--- src/rtl/postdiv_pkg.sv ---
package postdiv_pkg;

  localparam int CODE_W = 3;

  // Half of the A divide ratio for each code; unlisted codes fall back to /64.
  function automatic int unsigned half_ratio(input logic [CODE_W-1:0] code);
    case (code)
      3'b000:  return 1;
      3'b100:  return 2;
      3'b010:  return 4;
      3'b110:  return 8;
      3'b001:  return 16;
      3'b101:  return 32;
      default: return 32;
    endcase
  endfunction

endpackage

--- src/rtl/postdiv_sync.sv ---
module postdiv_sync #(
  parameter int STAGES = 2,
  parameter int WIDTH  = 2
) (
  input  logic             clk,
  input  logic             rst,
  input  logic [WIDTH-1:0] d,
  output logic [WIDTH-1:0] q
);

  logic [WIDTH-1:0] chain [STAGES];

  always_ff @(posedge clk or posedge rst) begin
    if (rst) begin
      for (int i = 0; i < STAGES; i++) chain[i] <= '0;
    end else begin
      chain[0] <= d;
      for (int i = 1; i < STAGES; i++) chain[i] <= chain[i-1];
    end
  end

  assign q = chain[STAGES-1];

endmodule

--- src/rtl/postdiv_ratio_ctr.sv ---
module postdiv_ratio_ctr
  import postdiv_pkg::*;
#(
  parameter int MAX_RATIO = 64,
  localparam int CNT_W    = $clog2(MAX_RATIO)
) (
  input  logic              clk,
  input  logic              rst,
  input  logic [CODE_W-1:0] code,
  output logic              a_raw,
  output logic              wrap
);

  logic [CNT_W-1:0] cnt;
  logic [CNT_W-1:0] half_q;
  logic [CNT_W-1:0] last_idx;
  logic [CNT_W-1:0] half_new;

  assign half_new = CNT_W'(half_ratio(code));
  assign last_idx = {half_q[CNT_W-2:0], 1'b0} - CNT_W'(1);
  assign wrap     = (cnt == last_idx);
  assign a_raw    = (cnt < half_q);

  // Reset parks the counter on a wrap so the first edge loads the code.
  always_ff @(posedge clk or posedge rst) begin
    if (rst) begin
      cnt    <= CNT_W'(1);
      half_q <= CNT_W'(1);
    end else if (wrap) begin
      cnt    <= '0;
      half_q <= half_new;
    end else begin
      cnt    <= cnt + CNT_W'(1);
    end
  end


  ratio_hold_chk: assert property (@(posedge clk) disable iff (rst)
    !wrap |=> $stable(half_q));


  cnt_range_chk: assert property (@(posedge clk) disable iff (rst)
    cnt <= last_idx);

endmodule

--- src/rtl/postdiv_b_phase.sv ---
module postdiv_b_phase (
  input  logic clk,
  input  logic rst,
  input  logic wrap,
  input  logic a_raw,
  input  logic nb,
  output logic b_raw,
  output logic b_bound,
  output logic nb_act
);

  logic bph;

  // A B period ends at every A wrap in same-rate mode, else after its low half.
  assign b_bound = wrap & (~nb_act | ~bph);
  assign b_raw   = nb_act ? bph : a_raw;

  always_ff @(posedge clk or posedge rst) begin
    if (rst) begin
      bph    <= 1'b0;
      nb_act <= 1'b0;
    end else begin
      if (wrap)    bph    <= ~bph;
      if (b_bound) nb_act <= nb;
    end
  end


  b_phase_hold_chk: assert property (@(posedge clk) disable iff (rst)
    !wrap |=> $stable(bph));

endmodule

--- src/rtl/postdiv_gate.sv ---
module postdiv_gate (
  input  logic clk,
  input  logic rst,
  input  logic raw,
  input  logic bound,
  input  logic run_s,
  output logic q,
  output logic en
);

  // The enable moves only on the last (low) cycle of a period.
  always_ff @(posedge clk or posedge rst) begin
    if (rst) begin
      en <= 1'b0;
      q  <= 1'b0;
    end else begin
      if (bound) en <= run_s;
      q <= raw & en;
    end
  end


  gate_boundary_chk: assert property (@(posedge clk) disable iff (rst)
    !bound |=> $stable(en));

endmodule

--- src/rtl/clk_postdiv.sv ---
module clk_postdiv
  import postdiv_pkg::*;
#(
  parameter int MAX_RATIO   = 64,
  parameter int SYNC_STAGES = 2
) (
  input  logic              clk,
  input  logic              rst,
  input  logic [CODE_W-1:0] ratio_code,
  input  logic              b_half,
  input  logic              run_a,
  input  logic              run_b,
  output logic              clk_a,
  output logic              clk_b
);

  localparam int NCH = 2;

  logic           a_raw, a_wrap;
  logic           b_raw, b_bound, nb_act;
  logic [NCH-1:0] raw_v, bound_v, run_s, out_v, en_v;

  postdiv_ratio_ctr #(.MAX_RATIO(MAX_RATIO)) u_ctr (
    .clk(clk), .rst(rst), .code(ratio_code), .a_raw(a_raw), .wrap(a_wrap)
  );

  postdiv_b_phase u_bph (
    .clk(clk), .rst(rst), .wrap(a_wrap), .a_raw(a_raw), .nb(b_half),
    .b_raw(b_raw), .b_bound(b_bound), .nb_act(nb_act)
  );

  postdiv_sync #(.STAGES(SYNC_STAGES), .WIDTH(NCH)) u_sync (
    .clk(clk), .rst(rst), .d({run_b, run_a}), .q(run_s)
  );

  assign raw_v   = {b_raw, a_raw};
  assign bound_v = {b_bound, a_wrap};

  for (genvar g = 0; g < NCH; g++) begin : g_ch
    postdiv_gate u_gate (
      .clk(clk), .rst(rst), .raw(raw_v[g]), .bound(bound_v[g]),
      .run_s(run_s[g]), .q(out_v[g]), .en(en_v[g])
    );
  end

  assign clk_a = out_v[0];
  assign clk_b = out_v[1];


  b_edge_align_chk: assert property (@(posedge clk) disable iff (rst)
    ($rose(clk_b) && $past(en_v[0])) |-> $rose(clk_a));


  same_rate_chk: assert property (@(posedge clk) disable iff (rst)
    ($past(!nb_act) && $past(en_v[0]) && $past(en_v[1])) |-> (clk_a == clk_b));

endmodule

--- config.mk ---
export PLATFORM = sky130hd
export DESIGN_NAME = clk_postdiv
export DESIGN_NICKNAME = d
export VERILOG_FILES = /design/src/rtl/postdiv_pkg.sv /design/src/rtl/postdiv_sync.sv /design/src/rtl/postdiv_ratio_ctr.sv /design/src/rtl/postdiv_b_phase.sv /design/src/rtl/postdiv_gate.sv /design/src/rtl/clk_postdiv.sv
export SDC_FILE = /design/constraint.sdc
export NUM_CORES = 1
export LEC_CHECK = 0
export CAP_MARGIN = 20
export CORE_MARGIN = 2
export CORE_UTILIZATION = 33
export DETAILED_ROUTE_END_ITERATION = 10
export HOLD_SLACK_MARGIN = 0.03
export SYNTH_ARGS = -nofsm -noshare
export SYNTH_HDL_FRONTEND = slang
export SYNTH_HIERARCHICAL = 1
export SYNTH_SLANG_ARGS = --single-unit
--- constraint.sdc ---
create_clock -name clk -period 6.39 [get_ports clk]
set_clock_uncertainty 0.2 [all_clocks]
set_input_delay 1.278 -clock clk [delete_from_list [all_inputs] [get_ports clk]]
set_output_delay 1.278 -clock clk [all_outputs]
set_load 0.02 [all_outputs]
==> flow_summary.yaml, run 1 <==
synth:
  synth.top_cell.area_share: 0.440
  syn_inst: 103
  synth_compound_area_frac: 0.0846
  synth_xor_xnor_area_share: 0.0846
  yosys-top-cells-area: "dfrtp_1 (44%), ha_1 (7.7%), dfstp_2 (4.6%)"
  synth-seq-cells: 22
  ys.warnings.count: 6
  synthMuxAreaShare: 0.0725
  synth_nets: 118
  syn_area_sq_um: 1140
  synthSimpleGateAreaFrac: 0.126
  synthAdderAreaFrac: 0.0769
  ys_seq_area_frac: 0.486
  synth_top_family_by_area: "simple AND/OR/NAND/NOR gates"
  yosysTopAreaCell: "dfrtp_1"
  synth_area_per_cell_sq_um: 11.1
  ys_types: 33
placement:
  post-dp-hpwl_mm: 1.48
  gp_congestion: 0.752
  detailedPlace.worstSlack_ns: 3.72
  place.port_buffers: 9
finish:
  antenna_cells: 0
  layout_commonest_cell: "dfrtp_1"
  nets: 129
  syn_to_final_growth_pct: 13.8
  drive_gt1_frac: 0.124
  final_cell_mix: "dfrtp_1 (20), inv_1 (12), clkdlybuf4s50_1 (9)"
setup_path:
  crit_arrival_ns: 1.24
  reg2reg_setup_slack_ns: 3.70
  path_delay_family: "buffers and inverters"
  critPathRequiredTime_ns: 4.91
  timing.rr.start: "u_ctr/half_q[1]"
  ff2ff_path_depth: 8
  critPathLaunchType: "flip-flop"
  max_stage_delay_ns: 0.60
  worst_path_max_delay_cell: "clkdlybuf4s50_1"
  cp-end-kind: "output port"
  reg2reg_to: "g_ch[1].u_gate/en"
  critical_path_class: "flip-flop to output port"
  crit_chain: "clkdlybuf4s50_1"
  critPathBufInv: 1
  path_max_fanout: 1
sta:
  rsz0062_at_grt: "no"
  min_period_ns: 2.72
  max_freq_mhz: 368
  setup_slack_ns: 3.67
  setup_tns_ns: 0
  hold_viol: 0
  finalCritPeriodShare: 0.425
  worst_pin_slew_ns: 0.478
  max-slew-margin-rel: 0.681
  slew_viol_final: 0
  setup_viol: 0
global_routing:
  grt_max_degree: 17
  first_global_vias: 816
  grt_pass1_wl_mm: 3.53
  antenna_found_initial: 0
  grt_remaining_overflow: 0
  grt_use_total: 0.115
floorplanning:
  start_util: 0.341
  die_area_sq_um: 3940
  fp-row-count: 21
  chipWidth_um: 62.7
  die_height_um: 62.7
  coreArea_sq_um: 3340
  pin_count: 10
drt:
  postRouteAntennaNets: 0
  viasPerCell: 4.67
  finalWirelength_mm: 1.95
  wl_per_cell_um: 12.3
  remaining_drc_errors: 0
  drt_pass1_iterations: 4
  first_iter_violations: 15
  via_count: 743
clocking:
  cts_buffer_depth: 2
  cts_tree: "built"
  h-tree-depth: 1
  post_cts_buffers: 0
  numClockSinks: 22
  cts_hold_buf: 0
  path_clk_slew_ns: 0.11
  cts_resized: 0
  numCtsBuffers: 3
  cts_root_buffer: "clkbuf_4"
  clkLatencyLatePin_ns: 0.31
worst_hold_path:
  min_from: "u_sync/chain[3]"
  hold-path-cell-count: 0
  hold_path.class: "flip-flop to flip-flop"
  hold_end: "u_sync/q[1]"
flow_run:
  max_cap_violations: 0
power:
  powerDensity_nw_per_um2: 174
  total_power_w: 0.000225
  peakVddDrop_mv: 0.106
  power.leakage_nw: 0.618
outcome:
  status: "complete, no violations"
registers in the layout (all words and copies together) (netlist names):
register        cells
u_ctr/half_q        6
u_sync/chain        2
u_bph/bph           1
g_ch.u_gate/q       2
u_bph/nb_act        1
u_sync/q            2
u_ctr/cnt           6
g_ch.u_gate/en      2
cells by family (layout without fill, tap and decap cells):
kind of cell | Yosys count | in the layout
mux | 7 | 7
flops | 22 | 22
xor+xnor | 11 | 11
simple gates | 28 | 28
compound gates | 12 | 12
fa+ha+maj | 7 | 7
buf+inv | 16 | 26
worst register-to-register path, delay by kind of cell (launching register included):
kind,cells,cell delay [ns]
buf+inv,2,0.37
flops,1,0.41
mux,1,0.32
simple gates,2,0.55
compound gates,2,0.52
fa+ha+maj,1,0.23
cells in the mapped netlist (all sizes together):
cell type and instances:
nor3 3, inv 12, nand2 5, xor2 6
nand2b 2, o221ai 1, a21oi 1, o21bai 1
dfrtp 20, a211oi 2, mux2i 3, and2 2
and2b 1, and3b 1, or4 1, o31a 1
buf 4, nand3 3, o21ai 1, nor2 8
dfstp 2, a21o 1, ha 7, a21boi 1
and3 1, o2bb2ai 2, xnor2 5, a22o 1
mux2 4, nor3b 1
layout make-up:
type                            count  area (sq um)
Clock buffer                        4          36.3
Sequential cell                    22           553
Multi-Input combinational cell     65           507
Inverter                           12          45.0
Tap cell                           46          57.6
Fill cell                         342          2040
Timing Repair Buffer               10          97.6
per-stage QoR:
step,area (sq um),util,instances,hold WS (ns)
2_1_floorplan,1140,-,103,0.131
3_3_place_gp,1260,0.378,155,0.139
3_5_place_dp,1260,0.378,155,0.136
4_1_cts,1300,0.388,159,0.169
5_1_grt,1300,0.388,159,0.172
6_report,1300,0.388,159,0.164
where the power goes:
group	internal (W)	switching [W]	leakage, nW
clock network	0.0000348	0.0000397	0.0210
registers	0.000140	0.000000332	0.255
logic	0.00000478	0.00000511	0.343
total	0.000180	0.0000452	0.618
worst max path at each step:
stage,startpoint,endpoint,slack (ns),depth (start not counted)
finish,g_ch[0].u_gate/q,clk_a,3.67,1
detailed placement,u_ctr/half_q[1],g_ch[1].u_gate/en,3.72,8
CTS,g_ch[0].u_gate/q,clk_a,3.65,1
global route,u_ctr/half_q[1],g_ch[1].u_gate/en,3.55,8
global placement,u_ctr/half_q[1],g_ch[1].u_gate/en,3.83,8
floorplan,u_ctr/half_q[1],g_ch[1].u_gate/en,3.87,8
layer usage:
metal | share of wire | vias up | routed length, um | GRT usage
li1 | - | 359 | - | -
met1 | 0.46 | 371 | 892 | 0.130
met2 | 0.49 | 11 | 966 | 0.200
met3 | 0.040 | 2 | 78 | 0.0396
met4 | 0.0072 | 0 | 14 | 0.0444
met5 | 0 | - | 0 | 0
No activity file was read; power rests on OpenSTA's default activity.
==> inputs of run 2 (changes only) <==
clock period = 2.3 ns   (was 6.39 ns; I/O delays follow)
==> run 2 against run 1 <==
Worst hold slack improved by 0.0046 ns. Flip-flop and latch count is the same. Critical path depth grew 6. Clock power grew 130%. Register-to-register slack got worse by 3.7 ns. Wire length up 1.8%. First-iteration DRC count decreased by 40%. Die area unchanged. Core utilization grew 2.2 points. Sequential share of layout area is 2.3 points lower.
==> flow_summary.yaml, run 2 (synthesized netlist as in run 1, its figures left out) <==
outcome:
  status: "complete, no violations"
drt:
  viasPerCell: 4.50
  first_iter_violations: 9
  postRouteAntennaNets: 0
  remaining_drc_errors: 0
  finalWirelength_mm: 1.99
  drt_pass1_iterations: 4
  wl_per_cell_um: 12.0
  via_count: 742
sta:
  finalCritPeriodShare: 1.00
  setup_viol: 0
  hold_viol: 0
  max-slew-margin-rel: 0.678
  setup_slack_ns: 0.000605
  rsz0062_at_grt: "yes"
  worst_pin_slew_ns: 0.482
  slew_viol_final: 0
  min_period_ns: 2.30
  max_freq_mhz: 435
setup_path:
  path_max_fanout: 4
  max_stage_delay_ns: 0.49
  cp-end-kind: "flip-flop"
  worst_path_max_delay_cell: "or4_4"
  path_delay_family: "simple AND/OR/NAND/NOR gates"
  critPathRequiredTime_ns: 2.29
  critical_path_class: "flip-flop to flip-flop"
  crit_chain: "inv_2, ha_4, nand2_2, or4_4, a211oi_4, a21boi_2, mux2_4"
  critPathBufInv: 1
  reg2reg_to: "g_ch[1].u_gate/en"
  timing.rr.start: "u_ctr/half_q[1]"
  crit_arrival_ns: 2.29
  reg2reg_setup_slack_ns: 0.0006
  ff2ff_path_depth: 7
  critPathLaunchType: "flip-flop"
global_routing:
  antenna_found_initial: 0
  first_global_vias: 801
  grt_use_total: 0.117
  grt_max_degree: 13
  grt_pass1_wl_mm: 3.62
  grt_remaining_overflow: 0
clocking:
  cts_tree: "built"
  h-tree-depth: 1
  numCtsBuffers: 3
  cts_root_buffer: "clkbuf_4"
  cts_hold_buf: 0
  clkLatencyLatePin_ns: 0.30
  cts_buffer_depth: 2
  numClockSinks: 22
  path_clk_slew_ns: 0.12
finish:
  n_fill_cell: 328
  top_regs: "u_ctr/cnt (6), u_ctr/half_q (6)"
  fin_util: 0.410
  layout_commonest_cell: "dfrtp_1"
  drive_gt1_frac: 0.202
  final_cell_mix: "dfrtp_1 (20), inv_1 (11), clkdlybuf4s50_1 (9)"
  antenna_cells: 0
  fin_area_sq_um: 1370
  seq_area_sq_um: 553
  multiInputGateArea_sq_um: 541
  nets: 135
  syn_to_final_growth_pct: 20.2
floorplanning:
  start_util: 0.341
  die_height_um: 62.7
  fp-row-count: 21
  coreArea_sq_um: 3340
  pin_count: 10
  chipWidth_um: 62.7
  die_area_sq_um: 3940
power:
  peakVddDrop_mv: 0.245
  power.leakage_nw: 0.649
  powerDensity_nw_per_um2: 434
  total_power_w: 0.000593
flow_run:
  max_cap_violations: 0
worst_hold_path:
  hold_path.class: "flip-flop to flip-flop"
  hold_end: "u_sync/q[0]"
  hold-path-cell-count: 0
  min_from: "u_sync/chain[2]"
placement:
  post-dp-hpwl_mm: 1.48
  detailedPlace.worstSlack_ns: -0.0106
  place.port_buffers: 9
  dpl-instance-area_sq_um: 1290
  gp_congestion: 0.716
-- run 2: metrics by stage --
step,std cells,setup TNS [ns],hold WS (ns)
3_5_place_dp,157,-0.0208,0.145
5_1_grt,165,-0.360,0.185
2_1_floorplan,103,-0.0558,0.00118
3_3_place_gp,157,0,0.140
6_report,165,0,0.169
4_1_cts,165,-0.0118,0.175
-- run 2: timing repair --
item | CTS | global route
cloned | 0 | 0
setup buffers | 4 | 0
resized for setup | 1 | 4
pin swaps | 0 | 2
setup endpoints to repair | 2 | 9
-- run 2: power by group --
group          internal, W  switching (W)
Sequential        0.000390    0.000000875
Clock            0.0000675       0.000107
Combinational    0.0000133      0.0000143
-- run 2: layer usage --
layer	part of all wire	GRT usage	up-vias
met3	0.027	0.0234	2
met5	0	0	-
met1	0.49	0.148	357
li1	-	-	374
met4	0.0081	0.0417	0
met2	0.47	0.196	9
-- run 2: worst max path at each step --
stage | slack [ns] | end | depth (start not counted) | start
2_1_floorplan | -0.06 | g_ch[1].u_gate/en | 8 | u_ctr/half_q[1]
3_3_place_gp | 0.02 | g_ch[0].u_gate/en | 7 | u_ctr/half_q[1]
3_5_place_dp | -0.01 | g_ch[0].u_gate/en | 7 | u_ctr/half_q[1]
4_1_cts | -0.01 | g_ch[1].u_gate/en | 7 | u_ctr/half_q[1]
5_1_grt | -0.10 | g_ch[1].u_gate/en | 7 | u_ctr/half_q[1]
6_report | 0.0006 | g_ch[1].u_gate/en | 7 | u_ctr/half_q[1]
-- run 2: layout make-up --
type,instances,area share
tap,46,0.0420
timing repair buffer,16,0.107
clock buffer,4,0.0192
multi-input combinational,65,0.395
inverter,12,0.0329
sequential,22,0.404
